[config.mk]
export PLATFORM = sky130hd
export DESIGN_NAME = lpm_core_ctrl
export DESIGN_NICKNAME = d
export VERILOG_FILES = /design/src/rtl/lpm_pkg.sv /design/src/rtl/lpm_dwell_cnt.sv /design/src/rtl/lpm_seq.sv /design/src/rtl/lpm_gate_dec.sv /design/src/rtl/lpm_core_ctrl.sv
export SDC_FILE = /design/constraint.sdc
export NUM_CORES = 1
export LEC_CHECK = 0
export ABC_AREA = 1
export BUFFER_PORTS_ARGS = -buffer_cell sky130_fd_sc_hd__buf_2
export CAP_MARGIN = 20
export CORE_UTILIZATION = 48
export DETAILED_ROUTE_END_ITERATION = 16
export GPL_TIMING_DRIVEN = 1
export PLACE_DENSITY = 0.73
export SYNTH_ARGS = -nofsm -noshare
export SYNTH_HDL_FRONTEND = slang
export SYNTH_SLANG_ARGS = --single-unit
[constraint.sdc]
create_clock -name clk -period 1.2 [get_ports clk]
set_input_delay 0.12 -clock clk [delete_from_list [all_inputs] [get_ports clk]]
set_output_delay 0.12 -clock clk [all_outputs]
set_load 0.02 [all_outputs]
[src/rtl/lpm_pkg.sv]
package lpm_pkg;

   typedef enum logic [1:0] {
      REQ_SLEEP  = 2'd0,
      REQ_LIGHT  = 2'd1,
      REQ_RETAIN = 2'd2,
      REQ_DEEP   = 2'd3
   } lp_req_e;

   typedef enum logic [2:0] {
      ST_RUN,
      ST_SLEEP,
      ST_LIGHT,
      ST_FLUSH,
      ST_SAVE,
      ST_RET,
      ST_DEEP,
      ST_WAKE
   } lp_state_e;

   localparam logic [2:0] STAT_RUN    = 3'd0;
   localparam logic [2:0] STAT_SLEEP  = 3'd1;
   localparam logic [2:0] STAT_LIGHT  = 3'd2;
   localparam logic [2:0] STAT_RETAIN = 3'd3;
   localparam logic [2:0] STAT_DEEP   = 3'd4;
   localparam logic [2:0] STAT_BUSY   = 3'd7;

endpackage

[src/rtl/lpm_dwell_cnt.sv]
module lpm_dwell_cnt #(
   parameter int CW = 4
) (
   input  logic          clk,
   input  logic          rst_n,
   input  logic          load,
   input  logic [CW-1:0] load_val,
   output logic          zero
);

   logic [CW-1:0] cnt;

   always_ff @(posedge clk or negedge rst_n) begin
      if (!rst_n)          cnt <= '0;
      else if (load)       cnt <= load_val;
      else if (cnt != '0)  cnt <= cnt - 1'b1;
   end

   assign zero = (cnt == '0);

   AST_CNT_LOADS: assert property (@(posedge clk) disable iff (!rst_n)
      load |=> (cnt == $past(load_val)));

   AST_CNT_FLOOR: assert property (@(posedge clk) disable iff (!rst_n)
      (!load && zero) |=> zero);

endmodule

[src/rtl/lpm_seq.sv]
module lpm_seq
   import lpm_pkg::*;
#(
   parameter int CW         = 4,
   parameter int SETTLE_CYC = 3,
   parameter int BACKUP_CYC = 4
) (
   input  logic          clk,
   input  logic          rst_n,
   input  logic          mode_req_valid,
   input  logic [1:0]    mode_req,
   input  logic          wake_evt,
   input  logic          coh_member,
   input  logic          flush_done,
   input  logic          cnt_zero,
   output lp_state_e     state,
   output logic          keep_cache,
   output logic          cnt_load,
   output logic [CW-1:0] cnt_val
);

   localparam logic [CW-1:0] SETTLE_LD = CW'(SETTLE_CYC - 1);
   localparam logic [CW-1:0] BACKUP_LD = CW'(BACKUP_CYC - 1);

   lp_state_e state_n;
   logic      tgt_deep, tgt_deep_n;
   logic      keep_n;
   logic      wpend, wpend_n;
   lp_req_e   req;

   assign req = lp_req_e'(mode_req);

   always_comb begin
      state_n    = state;
      tgt_deep_n = tgt_deep;
      keep_n     = keep_cache;
      wpend_n    = wpend;
      cnt_load   = 1'b0;
      cnt_val    = '0;
      unique case (state)
         ST_RUN: begin
            wpend_n = 1'b0;
            if (mode_req_valid) begin
               unique case (req)
                  REQ_SLEEP: begin
                     state_n = ST_SLEEP;
                     keep_n  = coh_member;
                  end
                  REQ_LIGHT:  state_n = ST_LIGHT;
                  REQ_RETAIN: begin
                     state_n    = ST_FLUSH;
                     tgt_deep_n = 1'b0;
                  end
                  REQ_DEEP: begin
                     state_n    = ST_FLUSH;
                     tgt_deep_n = 1'b1;
                  end
                  default: state_n = ST_RUN;
               endcase
            end
         end
         ST_SLEEP, ST_LIGHT: begin
            if (wake_evt) state_n = ST_RUN;
         end
         ST_FLUSH: begin
            if (wake_evt) wpend_n = 1'b1;
            if (flush_done) begin
               if (tgt_deep) begin
                  state_n  = ST_SAVE;
                  cnt_load = 1'b1;
                  cnt_val  = BACKUP_LD;
               end else begin
                  state_n  = ST_RET;
               end
            end
         end
         ST_SAVE: begin
            if (wake_evt) wpend_n = 1'b1;
            if (cnt_zero) state_n = ST_DEEP;
         end
         ST_RET, ST_DEEP: begin
            if (wake_evt || wpend) begin
               state_n  = ST_WAKE;
               wpend_n  = 1'b0;
               cnt_load = 1'b1;
               cnt_val  = SETTLE_LD;
            end
         end
         ST_WAKE: begin
            if (cnt_zero) state_n = ST_RUN;
         end
         default: state_n = ST_RUN;
      endcase
   end

   always_ff @(posedge clk or negedge rst_n) begin
      if (!rst_n) begin
         state      <= ST_RUN;
         tgt_deep   <= 1'b0;
         keep_cache <= 1'b1;
         wpend      <= 1'b0;
      end else begin
         state      <= state_n;
         tgt_deep   <= tgt_deep_n;
         keep_cache <= keep_n;
         wpend      <= wpend_n;
      end
   end

   AST_OFF_AFTER_FLUSH: assert property (@(posedge clk) disable iff (!rst_n)
      (state == ST_FLUSH && !flush_done) |=> (state == ST_FLUSH));

   AST_PEND_EXITS: assert property (@(posedge clk) disable iff (!rst_n)
      ((state == ST_RET || state == ST_DEEP) && wpend) |=> (state == ST_WAKE));

endmodule

[src/rtl/lpm_gate_dec.sv]
module lpm_gate_dec
   import lpm_pkg::*;
(
   input  lp_state_e  state,
   input  logic       keep_cache,
   output logic       cpu_clk_en,
   output logic       cache_clk_en,
   output logic       core_pwr_en,
   output logic       lmem_pwr_en,
   output logic       flush_req,
   output logic [2:0] mode_stat
);

   always_comb begin
      cpu_clk_en   = 1'b0;
      cache_clk_en = 1'b0;
      core_pwr_en  = 1'b1;
      lmem_pwr_en  = 1'b1;
      flush_req    = 1'b0;
      mode_stat    = STAT_BUSY;
      unique case (state)
         ST_RUN: begin
            cpu_clk_en   = 1'b1;
            cache_clk_en = 1'b1;
            mode_stat    = STAT_RUN;
         end
         ST_SLEEP: begin
            cache_clk_en = keep_cache;
            mode_stat    = STAT_SLEEP;
         end
         ST_LIGHT: begin
            cache_clk_en = 1'b1;
            mode_stat    = STAT_LIGHT;
         end
         ST_FLUSH: begin
            cache_clk_en = 1'b1;
            flush_req    = 1'b1;
         end
         ST_SAVE, ST_WAKE: begin
            mode_stat    = STAT_BUSY;
         end
         ST_RET: begin
            core_pwr_en  = 1'b0;
            mode_stat    = STAT_RETAIN;
         end
         ST_DEEP: begin
            core_pwr_en  = 1'b0;
            lmem_pwr_en  = 1'b0;
            mode_stat    = STAT_DEEP;
         end
         default: mode_stat = STAT_BUSY;
      endcase
   end

endmodule

[src/rtl/lpm_core_ctrl.sv]
module lpm_core_ctrl
   import lpm_pkg::*;
#(
   parameter int SETTLE_CYC = 16,
   parameter int BACKUP_CYC = 64
) (
   input  logic       clk,
   input  logic       rst_n,
   input  logic       mode_req_valid,
   input  logic [1:0] mode_req,
   input  logic       wake_evt,
   input  logic       coh_member,
   input  logic       flush_done,
   output logic       flush_req,
   output logic       cpu_clk_en,
   output logic       cache_clk_en,
   output logic       core_pwr_en,
   output logic       lmem_pwr_en,
   output logic [2:0] mode_stat
);

   localparam int MAXC = (SETTLE_CYC > BACKUP_CYC) ? SETTLE_CYC : BACKUP_CYC;
   localparam int CW   = (MAXC < 2) ? 1 : $clog2(MAXC);

   if (SETTLE_CYC < 1) begin : g_bad_settle
      $error("SETTLE_CYC must be at least 1");
   end
   if (BACKUP_CYC < 1) begin : g_bad_backup
      $error("BACKUP_CYC must be at least 1");
   end

   lp_state_e     state;
   logic          keep_cache;
   logic          cnt_load;
   logic [CW-1:0] cnt_val;
   logic          cnt_zero;

   lpm_seq #(
      .CW         (CW),
      .SETTLE_CYC (SETTLE_CYC),
      .BACKUP_CYC (BACKUP_CYC)
   ) u_seq (
      .clk            (clk),
      .rst_n          (rst_n),
      .mode_req_valid (mode_req_valid),
      .mode_req       (mode_req),
      .wake_evt       (wake_evt),
      .coh_member     (coh_member),
      .flush_done     (flush_done),
      .cnt_zero       (cnt_zero),
      .state          (state),
      .keep_cache     (keep_cache),
      .cnt_load       (cnt_load),
      .cnt_val        (cnt_val)
   );

   lpm_dwell_cnt #(.CW(CW)) u_cnt (
      .clk      (clk),
      .rst_n    (rst_n),
      .load     (cnt_load),
      .load_val (cnt_val),
      .zero     (cnt_zero)
   );

   lpm_gate_dec u_dec (
      .state        (state),
      .keep_cache   (keep_cache),
      .cpu_clk_en   (cpu_clk_en),
      .cache_clk_en (cache_clk_en),
      .core_pwr_en  (core_pwr_en),
      .lmem_pwr_en  (lmem_pwr_en),
      .flush_req    (flush_req),
      .mode_stat    (mode_stat)
   );

   AST_CLK_NEEDS_PWR: assert property (@(posedge clk) disable iff (!rst_n)
      (cpu_clk_en || cache_clk_en) |-> core_pwr_en);

   AST_LMEM_LAST: assert property (@(posedge clk) disable iff (!rst_n)
      !lmem_pwr_en |-> !core_pwr_en);

   AST_FLUSH_HELD: assert property (@(posedge clk) disable iff (!rst_n)
      (flush_req && !flush_done) |=> flush_req);

   AST_FLUSH_POWERED: assert property (@(posedge clk) disable iff (!rst_n)
      flush_req |-> (core_pwr_en && cache_clk_en && !cpu_clk_en));

   AST_WAKE_FROM_NAP: assert property (@(posedge clk) disable iff (!rst_n)
      (wake_evt && (mode_stat == STAT_SLEEP || mode_stat == STAT_LIGHT))
      |=> (mode_stat == STAT_RUN));

   AST_PWRUP_QUIET: assert property (@(posedge clk) disable iff (!rst_n)
      $rose(core_pwr_en) |-> (!cpu_clk_en && !cache_clk_en));

   AST_LIGHT_SNOOP: assert property (@(posedge clk) disable iff (!rst_n)
      (mode_stat == STAT_LIGHT) |-> (cache_clk_en && !cpu_clk_en));

   AST_REQ_IGNORED: assert property (@(posedge clk) disable iff (!rst_n)
      (mode_req_valid && !wake_evt && mode_stat == STAT_LIGHT)
      |=> (mode_stat == STAT_LIGHT));

endmodule

# ---- After elaboration in Yosys (flattened, before gate mapping)
# Index checks and enable logic that the tools add are counted.
dict set report classes {
  n_addsub 1
  n_eq_ne 17
  mux 29
  reduce_logical 17
}
# operator count
set op_table {}
lappend op_table {{$mux 6} 4}
lappend op_table {{$mux 3} 6}
lappend op_table {{$pmux 3 s6} 1}
lappend op_table {{$pmux 3 s5} 1}
lappend op_table {{$eq 3x3->1 const B} 4}
lappend op_table {{$pmux 6 s2} 1}
lappend op_table {{$mux 1} 10}
lappend op_table {{$ne 2x2->1 const B} 5}
lappend op_table {{$pmux 3 s3} 1}
lappend op_table {{$reduce_and 3->1} 3}
lappend op_table {{$reduce_or 2->1} 4}
lappend op_table {{$eq 3x2->1 const B} 2}
lappend op_table {{$logic_not 6->1} 1}
lappend op_table {{$pmux 1 s2} 3}
lappend op_table {{$reduce_and 6->1} 1}
lappend op_table {{$reduce_bool 6->1} 1}
lappend op_table {{$sub 6x1->6 const B} 1}
lappend op_table {{$eq 2x2->1 const B} 2}
lappend op_table {{$mux 4} 1}
lappend op_table {{$ne 2x1->1 const B} 2}
lappend op_table {{$reduce_bool 2->1} 2}
lappend op_table {{$eq 3x1->1 const B} 1}
lappend op_table {{$logic_not 3->1} 1}
lappend op_table {{$pmux 1 s3} 1}
lappend op_table {{other kinds (5)} 5}
dict set report word_totals {
  register_bits 12
  input_bits 8
  out_inout_bits 8
  wordCells 69
}

# ---- Depth between registers and ports, before layout
# Gate-level depths: netlist of the first run.
dict set report logic_depth {
  ltp_word 5
  depth_mapped 9
  mapped_depth_nobuf 9
}

# ---- Cells and area by module
# A second synthesis of the first run with hierarchy kept.
dict set report unflattened {
  hier_cells 153
  area_unflattened_um2 1038.5
}
# module n_inst cells_per_inst area_each_um2 seq_area_each_um2
set by_module_without_submodules {}
lappend by_module_without_submodules {lpm_seq 1 72 464.2 151.4}
lappend by_module_without_submodules {lpm_dwell_cnt 1 55 412.9 150.1}
lappend by_module_without_submodules {lpm_gate_dec 1 26 161.4 0.0}

# ---- Worst setup path after synthesis of the first run
# Ideal clock, no wire load.
dict set report synth_path {
  kind {reg-to-reg}
  start {register u_seq.state[0]}
  end {register u_cnt.cnt[5]}
  setup_ns 0.116
  t_arrival_ns 1.210
  t_required_ns 1.084
  slack_ns -0.126
  stages_incl_launch_ff 9
  n_path_buf 0
  period_less_slack_ns 1.326
  path_cell_list {dfrtp_1 inv_2 nand3_2 nand2_4 inv_2 nor2_4 nor2_1 nand2_1 nand2_1}
}
dict set report synth_via {
  elab_chain_cells 4
  word_cells_on_any_way 8
  cone_classes {eq/ne: 3; mux: 3; reduce/logical: 2}
}
# item line_no
set synth_rtl {}
lappend synth_rtl {{from (decl)} lpm_seq.sv:16} ;# output lp_state_e state,
lappend synth_rtl {{from (signal assigned)} lpm_seq.sv:103} ;# state <= state_n;
lappend synth_rtl {{$eq 3x3->1} lpm_seq.sv:40} ;# unique case (state)
lappend synth_rtl {{$reduce_or 2->1 (no line)} -}
lappend synth_rtl {{$pmux 6 s2 or $pmux 1 s2 (tied branches)} lpm_seq.sv:40}
lappend synth_rtl {{$mux 6 or $reduce_bool 2->1 (tied branches)} -}
lappend synth_rtl {{to (signal assigned)} lpm_dwell_cnt.sv:15} ;# else if (load) cnt <= load_val;
lappend synth_rtl {{to (signal assigned)} lpm_dwell_cnt.sv:16} ;# else if (cnt != '0) cnt <= cnt - 1'b1;
lappend synth_rtl {{to (decl)} lpm_dwell_cnt.sv:11} ;# logic [CW-1:0] cnt;
# Parallel ways exist; a longest one is shown, timed or not.
# A chain may end at the register's enable or synchronous reset.

# ---- Final worst setup path of the first run
dict set report layout_path {
  start {register u_cnt.cnt[1]}
  end {register u_seq.state[0]}
}
dict set report layout_via {
  elab_chain_cells 3
  word_cells_on_any_way 4
  cone_classes {eq/ne: 2; reduce/logical: 2}
}
# item line_no
set layout_rtl {}
lappend layout_rtl {{$logic_not 6->1 *} lpm_dwell_cnt.sv:19} ;# assign zero = (cnt == '0);
lappend layout_rtl {{$ne 2x2->1 (no line)} -}
lappend layout_rtl {{$reduce_and 6->1 (no line) *} -}
# Mark *: on every way between the ends. The rest lies on a longest branch, timed or not.

==> out/summary.log, run 1 <==
[critical_path] worst-path maximum fanout 4
[floorplanning] I/O pin total 16
[placed_design] count of buffers from port buffering 15
[critical_path] terminus of the critical flop-to-flop path u_seq.state[0]
[cells_and_area] commonest non-fill, non-tap cells in the layout 28 x sky130_fd_sc_hd__nand2_1, 24 x sky130_fd_sc_hd__buf_4, 16 x sky130_fd_sc_hd__buf_6
[floorplanning] die extent in y 44.0 µm
[route] post-detailed-route via-to-cell ratio 7.31
[sta] Pins Over Slew Limit 0
[placed_design] GP Congestion 0.940
[floorplanning] overall die width 44.0 µm
[sta] final worst path period share 133%
[critical_path] crit path capture u_seq.state[0]
[sta] count of final setup violators 20
[critical_path] kind of start point of the critical path flop
[cells_and_area] layout cells sized above 1 57.2%
[cells_and_area] fill count 32
[cts] number of H-tree branching levels 1
[power_and_ir_drop] leakage component of the power 0.734 nW
[cts] CTS tree done
[cells_and_area] final non-filler cell area 0.00152 mm²
[yosys] share of the synthesized area in the top cell type 32.4%
[yosys] net count of the mapped netlist 130
[power_and_ir_drop] power per cell area 3480 mW/mm²
[cts] CTS clk-pin slew, worst paths 80 ps
[sta] Hold Violations, Final 0
[floorplanning] Total Die Area 0.00194 mm²
[yosys] Area contributors post-synth sky130_fd_sc_hd__dfrtp_1 32%, sky130_fd_sc_hd__nand2_1 15%, sky130_fd_sc_hd__nand3_1 9.4%
[run_status] status finished, violations left
[sta] hold_ws 25.6 ps
[grt] vias in the first global route 1124
[sta] RSZ-0062 raised after global routing yes
[cells_and_area] diodes inserted 0
[yosys] Synth area leader sky130_fd_sc_hd__dfrtp_1
[placed_design] cell area reported after detailed placement 0.00113 mm²
[critical_path] sort of element at the end of the critical path flop
[route] Remaining DRCs 0
[cts] Root Buffer Master sky130_fd_sc_hd__clkbuf_4
[route] post-DR wirelength/cell 25.7 µm
[cts] number of buffers on the longest clock path 2
[critical_path] worst reg2reg path startpoint u_cnt.cnt[1]
[floorplanning] Floorplan Core Area 0.00158 mm²
[yosys] Post-synth top flop sky130_fd_sc_hd__dfrtp_1
[yosys] netlist area before placement 848 µm²
[power_and_ir_drop] worst vdd ir 2770 µV
[yosys] cells after synthesis 120
[yosys] fraction of the yosys area taken by sequential cells 35.5%
[yosys] yosys synthesis warning count 0
[grt] initial antenna violation count 0
[critical_path] arrival time worst endpoint 1790 ps
[floorplanning] effective utilization at floorplan 53.8%
[sta] highest attainable clock frequency 629 MHz
[cells_and_area] filler-free cell count of the finished design 189
[placed_design] Detailed Place HPWL 1580 µm
[grt] global-route wire length before repair 5150 µm
[cts] Skew-Pair Late Insertion Delay 310 ps
[route] residual antenna-violating net count after detailed routing 0
[critical_path] slack of the worst reg-to-reg path -390 ps
[critical_path] kind of critical path reg2reg
[cells_and_area] post-synthesis to final-layout area growth 78.9%
[critical_path] required time worst endpoint 1400 ps
[route] 1st-iter DRT viols 143
[sta] clock tree skew after final layout 2.45 ps
[yosys] number of enable-type register cells in the synthesized netlist 0
[grt] total global-route track usage 37.6%
[sta] actual transition at the worst max-transition pin 301 ps
[run_status] failing checks setup timing
[grt] largest net degree at the start of global routing 13
[sta] worst-case setup margin in the final layout -390 ps
[sta] final worst path period need 1590 ps
[grt] Overflow after GRT 0
[yosys] fraction of synthesis flops using an asynchronous set or reset pin 100%
[yosys] Post-Synthesis Mean Instance Area 7.07 µm²
[run] max-capacitance violation count 0
[sta] relative slew slack 79.7%
[critical_path] start point of the critical path u_cnt.cnt[1]
[worst_hold_path] worst hold path type in2reg
[cells_and_area] most common library cell in the layout ignoring fill and taps sky130_fd_sc_hd__nand2_1
[placed_design] number of cells in the design after placement 171
[critical_path] Worst Reg-to-Reg Cells 9
[yosys] number of distinct library cell variants in the gate-level netlist after synthesis 25
[floorplanning] std cell rows 14
[yosys] Seq cells post-synth 12
[route] number of search-and-repair iterations in the first detailed-routing pass 6
[cells_and_area] net count of the finished layout 184
[cts] clock sinks 12
[route] vias after detailed routing 1381
[route] post-detailed-routing wire length 4860 µm
[cts] number of buffers created by CTS 3
Yosys cell counts, types with 2 or more instances:
cell type                 instances
sky130_fd_sc_hd__dfrtp_1         11
sky130_fd_sc_hd__ha_1             2
sky130_fd_sc_hd__inv_1           14
sky130_fd_sc_hd__inv_2            4
sky130_fd_sc_hd__nand2_1         35
sky130_fd_sc_hd__nand3_1         16
sky130_fd_sc_hd__nor2_1           7
sky130_fd_sc_hd__nor2_2           4
sky130_fd_sc_hd__nor2_4           3
sky130_fd_sc_hd__o21ai_0          8
sky130_fd_sc_hd__o21ai_1          2
layout make-up:
| cell class | count | area, µm² | area share [%] |
|---|---|---|---|
| inverter | 18 | 77.6 | 5.11 |
| timing repair buffer | 50 | 430 | 28.4 |
| tap | 16 | 20.0 | 1.32 |
| clock buffer | 4 | 36.3 | 2.39 |
| multi-input combinational | 89 | 648 | 42.7 |
| sequential | 12 | 305 | 20.1 |
worst max-delay path, cell delays in order, from the launching register on:
cell	delay, ps
sky130_fd_sc_hd__dfrtp_1	410
sky130_fd_sc_hd__inv_2	100
sky130_fd_sc_hd__ha_4	160
sky130_fd_sc_hd__nand2_4	60
sky130_fd_sc_hd__nor2_4	230
sky130_fd_sc_hd__nor2_4	90
sky130_fd_sc_hd__nor2_4	190
sky130_fd_sc_hd__nand2_2	90
sky130_fd_sc_hd__nand2_1	80
sky130_fd_sc_hd__nand2_1	60
report_power, final:
group / total [mW] / leakage (nW) / internal (mW) / switching [mW]
combinational: 4.06 / 0.572 / 1.72 / 2.34
sequential: 0.853 / 0.141 / 0.621 / 0.232
clock: 0.366 / 0.0210 / 0.186 / 0.180
metal layers:
metal / GRT usage (%) / up-vias / wire [µm]
met4: 22.4 / 0 / 683
met1: 41.7 / 589 / 1420
met5: 0 / - / 0
met2: 64.1 / 203 / 2020
met3: 10.2 / 99 / 738
li1: - / 490 / -
logic make-up after synthesis:
group	after synthesis	synth area share, %
XOR/XNOR	2	2.07
AND/OR/NAND/NOR	72	41.6
buffers and inverters	19	8.55
AO/OA/AOI/OAI	13	9.29
flip-flops	12	35.5
adder cells (fa/ha/maj)	2	2.95
registers in the layout, summed over array words and instances, names as in the netlist:
register,count
u_cnt.cnt,6
u_seq.state,3
u_seq.keep_cache,1
u_seq.tgt_deep,1
u_seq.wpend,1
per-stage QoR:
step           setup slack, ps  util, %  TNS, ps  power, mW
2_1_floorplan            -45.3        -    -98.9       2.21
3_3_place_gp             -74.0     71.6     -463       3.01
3_5_place_dp              -131     71.6     -669       3.07
4_1_cts                   -222     87.7    -1790       4.11
5_1_grt                   -456     96.3    -5590       5.37
6_report                  -390     96.3    -5240       5.28
what timing repair did:
| action | CTS | global route |
|---|---|---|
| setup endpoints to repair | 19 | 20 |
| setup buffers | 9 | 4 |
| hold buffers | 1 | 0 |
| gates resized for setup | 39 | 26 |
| pin swaps | 7 | 8 |
| hold endpoints to repair | 12 | 0 |
how the worst min path moves through the flow:
stage	cells past startpoint	start	slack, ps	endpoint
floorplan	0	rst_n	-180	u_cnt.cnt[0]
global placement	1	rst_n	20	u_cnt.cnt[5]
detailed placement	1	rst_n	20	u_cnt.cnt[4]
CTS	3	coh_member	40	u_seq.keep_cache
global route	3	coh_member	30	u_seq.keep_cache
finish	3	coh_member	30	u_seq.keep_cache
Note: power is estimated with default switching activity, not from simulation.
==> inputs of run 2 (changes only) <==
Settings changed: BUFFER_PORTS_ARGS -buffer_cell sky130_fd_sc_hd__buf_2 to not set, CORE_UTILIZATION 48 to 54, DONT_BUFFER_PORTS set to 1, PLACE_DENSITY 0.73 to not set, PLACE_DENSITY_LB_ADDON set to 0.25.
==> out/summary.log, run 2 <==
[run_status] status stopped before the end
[run_status] stopping stage global routing
[run_status] first error line in the log [ERROR DPL-0033] detailed placement checks failed during check placement.
[yosys] fraction of synthesis flops using an asynchronous set or reset pin 100% [unchanged]
[yosys] share of the synthesized area in the top cell type 32.4% [unchanged]
[floorplanning] overall die width 41.6 µm [-5.5%]
[cts] number of buffers created by CTS 3 [unchanged]
[yosys] top cells by count, synth 35 x sky130_fd_sc_hd__nand2_1, 16 x sky130_fd_sc_hd__nand3_1, 14 x sky130_fd_sc_hd__inv_1, 11 x sky130_fd_sc_hd__dfrtp_1, 8 x sky130_fd_sc_hd__o21ai_0
[yosys] number of enable-type register cells in the synthesized netlist 0 [unchanged]
[placed_design] GP Congestion 0.849 [-9.7%]
[yosys] net count of the mapped netlist 130 [unchanged]
[yosys] Seq cells post-synth 12 [unchanged]
[yosys] Area contributors post-synth sky130_fd_sc_hd__dfrtp_1 32%, sky130_fd_sc_hd__nand2_1 15%, sky130_fd_sc_hd__nand3_1 9.4%
[yosys] number of distinct library cell variants in the gate-level netlist after synthesis 25 [unchanged]
[floorplanning] die extent in y 41.6 µm [-5.5%]
[grt] initial antenna violation count 0
[placed_design] Post-Place Worst Slack -97.9 ps [+33.0 ps]
[yosys] netlist area before placement 848 µm² [unchanged]
[cts] Root Buffer Master sky130_fd_sc_hd__clkbuf_4
[yosys] most numerous cell in the Yosys netlist sky130_fd_sc_hd__nand2_1
[floorplanning] std cell rows 13 [-1]
[yosys] Synth area leader sky130_fd_sc_hd__dfrtp_1
[cts] number of H-tree branching levels 1 [unchanged]
[yosys] cells after synthesis 120 [unchanged]
[sta] category of the worst endpoint primary output
[sta] GRT worst endpoint core_pwr_en
[floorplanning] effective utilization at floorplan 61.4% [+7.5 points]
[yosys] Post-Synthesis Mean Instance Area 7.07 µm² [unchanged]
[cts] number of buffers on the longest clock path 2 [unchanged]
[placed_design] Detailed Place HPWL 1580 µm [about the same]
[yosys] fraction of the yosys area taken by sequential cells 35.5% [unchanged]
[cts] clock sinks 12 [unchanged]
[placed_design] count of buffers from port buffering 0 [-15]
[grt] largest net degree at the start of global routing 13
[floorplanning] I/O pin total 16 [unchanged]
[yosys] yosys synthesis warning count 0 [unchanged]
[yosys] Post-synth top flop sky130_fd_sc_hd__dfrtp_1
==> run 2: cell counts after synthesis <==
Identical to the previous run, type by type.
==> run 2: kinds of logic after synthesis <==
logic type,count (synthesis),share of synthesized area [%]
XOR/XNOR,2,2.07
AO/OA/AOI/OAI,13,9.29
adder cells (fa/ha/maj),2,2.95
AND/OR/NAND/NOR,72,41.6
buffers and inverters,19,8.55
flip-flops,12,35.5
==> run 2: metrics by stage <==
| stage | hold WS, ps | area, µm² | cells |
|---|---|---|---|
| 2_1_floorplan | -176 | 881 | 120 |
| 3_3_place_gp | -175 | 1060 | 156 |
| 3_5_place_dp | -175 | 1060 | 156 |
| 4_1_cts | 0.433 | 1250 | 169 |
==> run 2: what timing repair did <==
item                                   in CTS
buffers inserted                            6
hold buffers                                3
setup endpoints to repair                  19
pin swaps                                   3
resized for setup                          23
endpoints found under the hold margin      14
==> inputs of run 3 (changes only) <==
Settings changed: CORE_AREA set to 2 2 63 65, CORE_UTILIZATION 54 to not set, DIE_AREA set to 0 0 65 67, PLACE_DENSITY_LB_ADDON 0.25 to 0.15.
Clock period 1.2 ns to 1.6 ns, I/O delays scaled along.
==> out/summary.log, run 3 (same netlist as run 1, synthesis figures left out) <==
[run_status] status finished, final reports clean
[cells_and_area] total area of multi-input combinational cells 474 µm²
[critical_path] Worst Reg-to-Reg Cells 9
[power_and_ir_drop] leakage component of the power 0.476 nW
[floorplanning] Total Die Area 0.00436 mm²
[cts] Skew-Pair Late Insertion Delay 240 ps
[placed_design] Post-Place Worst Slack 173 ps [+271 ps]
[placed_design] count of buffers from port buffering 0 [unchanged]
[critical_path] Slowest-stage cell, CP sky130_fd_sc_hd__dfrtp_1
[sta] count of final setup violators 0
[power_and_ir_drop] power per cell area 2140 mW/mm²
[sta] Hold Violations, Final 0
[power_and_ir_drop] overall power of the completed layout 2.13 mW
[cts] number of buffers on the longest clock path 2 [unchanged]
[grt] initial antenna violation count 0
[sta] highest attainable clock frequency 664 MHz
[power_and_ir_drop] part of the total power dissipated in combinational logic 58.0%
[cts] quantity of hold-fixing buffers added after cts 1 [-2]
[route] vias after detailed routing 771
[power_and_ir_drop] Internal Dissipation 1.06 mW
[power_and_ir_drop] clock power share 13.2%
[floorplanning] die extent in y 67 µm [+61%]
[cells_and_area] net count of the finished layout 140
[sta] Pins Over Slew Limit 0
[cts] number of buffers created by CTS 3 [unchanged]
[cells_and_area] commonest non-fill, non-tap cells in the layout 35 x sky130_fd_sc_hd__nand2_1, 16 x sky130_fd_sc_hd__nand3_1, 14 x sky130_fd_sc_hd__inv_1
[cts] CTS clk-pin slew, worst paths 50 ps
[critical_path] crit path capture mode_stat[1]
[critical_path] start point of the critical path u_seq.state[0]
[grt] total global-route track usage 10.3%
[route] residual antenna-violating net count after detailed routing 0
[power_and_ir_drop] worst vdd ir 589 µV
[critical_path] kind of critical path reg2out
[power_and_ir_drop] sw power 1.07 mW
[sta] worst-case setup margin in the final layout 94.5 ps
[cells_and_area] layout cells sized above 1 19.4%
[power_and_ir_drop] switching portion of total power 50.3%
[cells_and_area] register ranked first by flip-flop count u_cnt.cnt
[critical_path] worst reg2reg path startpoint u_cnt.cnt[0]
[sta] relative slew slack 61.1%
[cts] number of H-tree branching levels 1 [unchanged]
[grt] Overflow after GRT 0
[cells_and_area] largest registers u_cnt.cnt (6), u_seq.state (3)
[cts] Root Buffer Master sky130_fd_sc_hd__clkbuf_8
[cts] Post-CTS Setup Inserts 0 [-6]
[cells_and_area] post-synthesis to final-layout area growth 17.4%
[route] Remaining DRCs 0
[sta] Setup TNS 0 ps
[cells_and_area] max FFs per register 6
[floorplanning] effective utilization at floorplan 23.5% [-38 points]
[cells_and_area] most common library cell in the layout ignoring fill and taps sky130_fd_sc_hd__nand2_1
[worst_hold_path] worst hold path type in2reg
[route] post-detailed-routing wire length 1860 µm
[critical_path] arrival time worst endpoint 1350 ps
[cells_and_area] area taken by flip-flops and latches 302 µm²
[critical_path] worst-path maximum fanout 8
[critical_path] sort of element at the end of the critical path output pin
[power_and_ir_drop] share of power burned in registers 28.8%
[route] post-DR wirelength/cell 10.5 µm
[sta] RSZ-0062 raised after global routing no
[route] number of search-and-repair iterations in the first detailed-routing pass 4
[floorplanning] I/O pin total 16 [unchanged]
[cts] post-cts resize count 0 [-100%]
[critical_path] required time worst endpoint 1440 ps
[run] max-capacitance violation count 0
[critical_path] terminus of the critical flop-to-flop path u_seq.state[0]
[sta] final worst path period share 94.1%
[floorplanning] Floorplan Core Area 0.00361 mm²
[cts] clock sinks 12 [unchanged]
[floorplanning] overall die width 65 µm [+56%]
[critical_path] cells along the critical path inv_2, nand3_2, buf_4, o21a_1
[floorplanning] std cell rows 22 [+9]
[grt] global-route wire length before repair 3460 µm
[placed_design] Detailed Place HPWL 1540 µm [-2.3%]
[placed_design] GP Congestion 0.818 [-3.7%]
[grt] vias in the first global route 760
[grt] largest net degree at the start of global routing 13
[cells_and_area] fill count 399
[sta] final worst path period need 1510 ps
[route] post-detailed-route via-to-cell ratio 4.36
[cells_and_area] diodes inserted 0
[route] 1st-iter DRT viols 24
[sta] actual transition at the worst max-transition pin 582 ps
[critical_path] kind of start point of the critical path flop
[critical_path] Slowest Stage Delay on Critical Path 500 ps
[worst_hold_path] Worst Hold Path Cells 2
[critical_path] slack of the worst reg-to-reg path 170 ps
[cts] CTS tree done
[sta] clock tree skew after final layout 4.38 ps
run 3: layer usage:
metal,vias to the layer above,GRT usage [%],share of wire (%),wire length (µm)
met1,355,13.2,47,880
met2,17,16.9,48,893
li1,397,-,-,-
met4,0,3.99,0.54,10
met3,2,2.20,4.1,77
met5,-,0,0,0
run 3: how the worst min path moves through the flow:
stage	start	endpoint	slack [ps]
floorplan	rst_n	u_cnt.cnt[0]	-140
global placement	rst_n	u_seq.tgt_deep	-140
detailed placement	rst_n	u_cnt.cnt[5]	-140
CTS	coh_member	u_seq.keep_cache	30
global route	coh_member	u_seq.keep_cache	40
finish	coh_member	u_seq.keep_cache	30
run 3: worst max-delay path, delay by kind of cell (launching register included):
kind	cells	cell delay (ps)
compound gates	1	230
simple gates	1	100
flops	1	500
buf+inv	2	270
run 3: power by group through the flow:
stage | clock, mW | sequential, mW | combinational, mW
floorplan | 0 | 0.552 | 1.03
CTS | 0.298 | 0.616 | 1.25
global route | 0.311 | 0.642 | 1.43
finish | 0.282 | 0.614 | 1.24
detailed placement | 0 | 0.618 | 1.25
global placement | 0 | 0.625 | 1.24
run 3: per-stage QoR:
stage | hold slack (ps) | cell area (µm²) | utilization (%) | instances
global placement | -135 | 941 | 26.1 | 172
CTS | 28.2 | 996 | 27.6 | 177
finish | 31.5 | 996 | 27.6 | 177
global route | 43.1 | 996 | 27.6 | 177
detailed placement | -135 | 941 | 26.1 | 172
floorplan | -136 | 848 | - | 120
run 3: area by class of cell:
cell class                      instances  area share (%)
Multi-Input combinational cell         89            47.6
Sequential cell                        12            30.3
Inverter                               18            6.78
Tap cell                               48            6.03
Timing Repair Buffer                    6            4.77
Clock buffer                            4            4.52
==> inputs of run 4 (changes only) <==
==> constraint.sdc (replaced) <==
create_clock -name clk -period 1.6 [get_ports clk]
set_input_delay 0.32 -clock clk [delete_from_list [all_inputs] [get_ports clk]]
set_output_delay 0.32 -clock clk [all_outputs]
set_load 0.02 [all_outputs]
==> out/summary.log, run 4 (same netlist as run 1, synthesis figures left out) <==
[cts] number of buffers created by CTS 3 [unchanged]
[power_and_ir_drop] switching portion of total power 50.6% [+0.27 points]
[route] number of search-and-repair iterations in the first detailed-routing pass 4 [unchanged]
[grt] vias in the first global route 816 [+7.4%]
[cells_and_area] most common library cell in the layout ignoring fill and taps sky130_fd_sc_hd__nand2_1
[critical_path] worst reg2reg path startpoint u_cnt.cnt[1]
[cells_and_area] commonest non-fill, non-tap cells in the layout 35 x sky130_fd_sc_hd__nand2_1, 16 x sky130_fd_sc_hd__nand3_1, 12 x sky130_fd_sc_hd__inv_1
[sta] Pins Over Slew Limit 0 [unchanged]
[placed_design] Detailed Place HPWL 1600 µm [+3.7%]
[route] post-detailed-route via-to-cell ratio 4.32 [-0.78%]
[grt] initial antenna violation count 0 [unchanged]
[critical_path] crit path capture mode_stat[1]
[critical_path] Worst Reg-to-Reg Cells 9 [unchanged]
[cells_and_area] diodes inserted 0 [unchanged]
[power_and_ir_drop] share of power burned in registers 28.2% [-0.6 points]
[floorplanning] std cell rows 22 [unchanged]
[power_and_ir_drop] worst vdd ir 621 µV [+5.6%]
[route] Remaining DRCs 0 [unchanged]
[route] post-DR wirelength/cell 11.4 µm [+8.2%]
[floorplanning] effective utilization at floorplan 23.5% [unchanged]
[floorplanning] I/O pin total 16 [unchanged]
[sta] count of final setup violators 0 [unchanged]
[critical_path] slack of the worst reg-to-reg path 180 ps [about the same]
[cts] CTS tree done
[grt] total global-route track usage 11.3% [+1.0 points]
[cells_and_area] max FFs per register 6 [unchanged]
[critical_path] worst-path maximum fanout 4 [-4]
[placed_design] GP Congestion 0.780 [-4.7%]
[run_status] status finished, final reports clean
[critical_path] required time worst endpoint 1280 ps [-160 ps]
[grt] global-route wire length before repair 3730 µm [+7.8%]
[cells_and_area] register ranked first by flip-flop count u_cnt.cnt
[cells_and_area] area taken by flip-flops and latches 305 µm² [+1.2%]
[critical_path] cells along the critical path buf_12, nand3_2, o21a_1
[cells_and_area] fill count 408 [+2.3%]
[cells_and_area] final non-filler cell area 0.00102 mm² [+2.1%]
[route] 1st-iter DRT viols 14 [-42%]
[run] max-capacitance violation count 0 [unchanged]
[worst_hold_path] worst hold path type in2reg
[cells_and_area] layout cells sized above 1 23.3% [+3.9 points]
[floorplanning] Total Die Area 0.00436 mm² [unchanged]
[critical_path] sort of element at the end of the critical path output pin
[critical_path] arrival time worst endpoint 1200 ps [-150 ps]
[floorplanning] Floorplan Core Area 0.00361 mm² [unchanged]
[sta] RSZ-0062 raised after global routing no
[critical_path] kind of start point of the critical path flop
[cells_and_area] total area of multi-input combinational cells 479 µm² [+1.1%]
[grt] largest net degree at the start of global routing 13 [unchanged]
[sta] final worst path period share 94.9% [+0.81 points]
[placed_design] cell area reported after detailed placement 933 µm² [-0.80%]
[critical_path] Slowest Stage Delay on Critical Path 450 ps [-50 ps]
[power_and_ir_drop] power per cell area 2200 mW/mm² [+2.6%]
[critical_path] terminus of the critical flop-to-flop path u_seq.state[0]
[cts] Root Buffer Master sky130_fd_sc_hd__clkbuf_8
[placed_design] count of buffers from port buffering 0 [unchanged]
[cells_and_area] final core utilization 28.2% [+0.59 points]
[critical_path] start point of the critical path u_seq.state[1]
[cts] CTS clk-pin slew, worst paths 60 ps [about the same]
[cts] number of buffers on the longest clock path 2 [unchanged]
[sta] highest attainable clock frequency 659 MHz [-0.85%]
[sta] clock tree skew after final layout 3.88 ps [-0.499 ps]
[floorplanning] overall die width 65 µm [unchanged]
[sta] Setup TNS 0 ps [unchanged]
[floorplanning] die extent in y 67 µm [unchanged]
[power_and_ir_drop] Internal Dissipation 1.10 mW [+4.2%]
[grt] Overflow after GRT 0 [unchanged]
[sta] actual transition at the worst max-transition pin 600 ps [+18.8 ps]
[sta] relative slew slack 59.8% [-1.3 points]
[cts] clock sinks 12 [unchanged]
[power_and_ir_drop] sw power 1.13 mW [+5.3%]
[route] post-detailed-routing wire length 2020 µm [+8.2%]
[critical_path] kind of critical path reg2out
[sta] final worst path period need 1520 ps [+13.0 ps]
[power_and_ir_drop] clock power share 13.5% [+0.3 points]
[cells_and_area] post-synthesis to final-layout area growth 19.9%
[cells_and_area] largest registers u_cnt.cnt (6), u_seq.state (3)
[cts] Skew-Pair Late Insertion Delay 240 ps [about the same]
[sta] Hold Violations, Final 0 [unchanged]
[cells_and_area] net count of the finished layout 140 [unchanged]
[power_and_ir_drop] part of the total power dissipated in combinational logic 58.2% [+0.2 points]
[route] vias after detailed routing 765 [-0.78%]
[cts] number of H-tree branching levels 1 [unchanged]
[critical_path] Slowest-stage cell, CP sky130_fd_sc_hd__dfrtp_2
[power_and_ir_drop] leakage component of the power 0.473 nW [-0.46%]
[route] residual antenna-violating net count after detailed routing 0 [unchanged]
## run 4: cell counts in the layout (fill, tap and decap cells not counted)
No cell type changed its count.
## run 4: power groups by stage
stage | logic (mW) | registers, mW | clock network [mW]
floorplan | 1.03 | 0.552 | 0
finish | 1.30 | 0.631 | 0.302
global route | 1.49 | 0.656 | 0.330
detailed placement | 1.23 | 0.619 | 0
global placement | 1.23 | 0.618 | 0
CTS | 1.25 | 0.618 | 0.309
## run 4: per-stage QoR
step	worst slack [ps]	instances	hold WS [ps]	total power, mW
3_5_place_dp	122	171	24.8	1.85
2_1_floorplan	265	120	24.4	1.58
4_1_cts	15.7	176	200	2.18
5_1_grt	26.7	177	219	2.48
3_3_place_gp	136	171	24.7	1.85
6_report	81.6	177	206	2.23
## run 4: cell type report
type	count	share of cell area, %
clock buffers	4	4.43
inverters	18	6.64
repair buffers	6	5.90
multi-input cells	89	47.1
well taps	48	5.90
flip-flops and latches	12	30.0
## run 4: timing repair
| item | 4_1_cts | 5_1_grt |
|---|---|---|
| resized for setup | 0 | 6 |
| hold buffers | 1 | 0 |
| endpoints found under the hold margin | 12 | 0 |
| setup endpoints to repair | 0 | 7 |
| setup buffers | 0 | 1 |
## run 4: worst max-delay path, delay by kind of cell (launching register included)
family | cells | cell delay, ps
buffers and inverters | 1 | 140
DFF | 1 | 450
and+or+nand+nor | 1 | 100
AOI/OAI and AO/OA | 1 | 250
## run 4: per-layer routing
metal | GRT usage [%] | routed length, µm
met2 | 19.8 | 1030
met1 | 13.4 | 921
met3 | 2.36 | 54
met4 | 4.79 | 10
met5 | 0 | 0
## run 4: how the worst min path moves through the flow
stage	depth (start not counted)	startpoint	end
after floorplan	0	rst_n	u_cnt.cnt[0]
after global placement	0	rst_n	u_cnt.cnt[5]
after detailed placement	0	rst_n	u_seq.tgt_deep
after CTS	2	coh_member	u_seq.keep_cache
after global routing	2	coh_member	u_seq.keep_cache
final	2	coh_member	u_seq.keep_cache
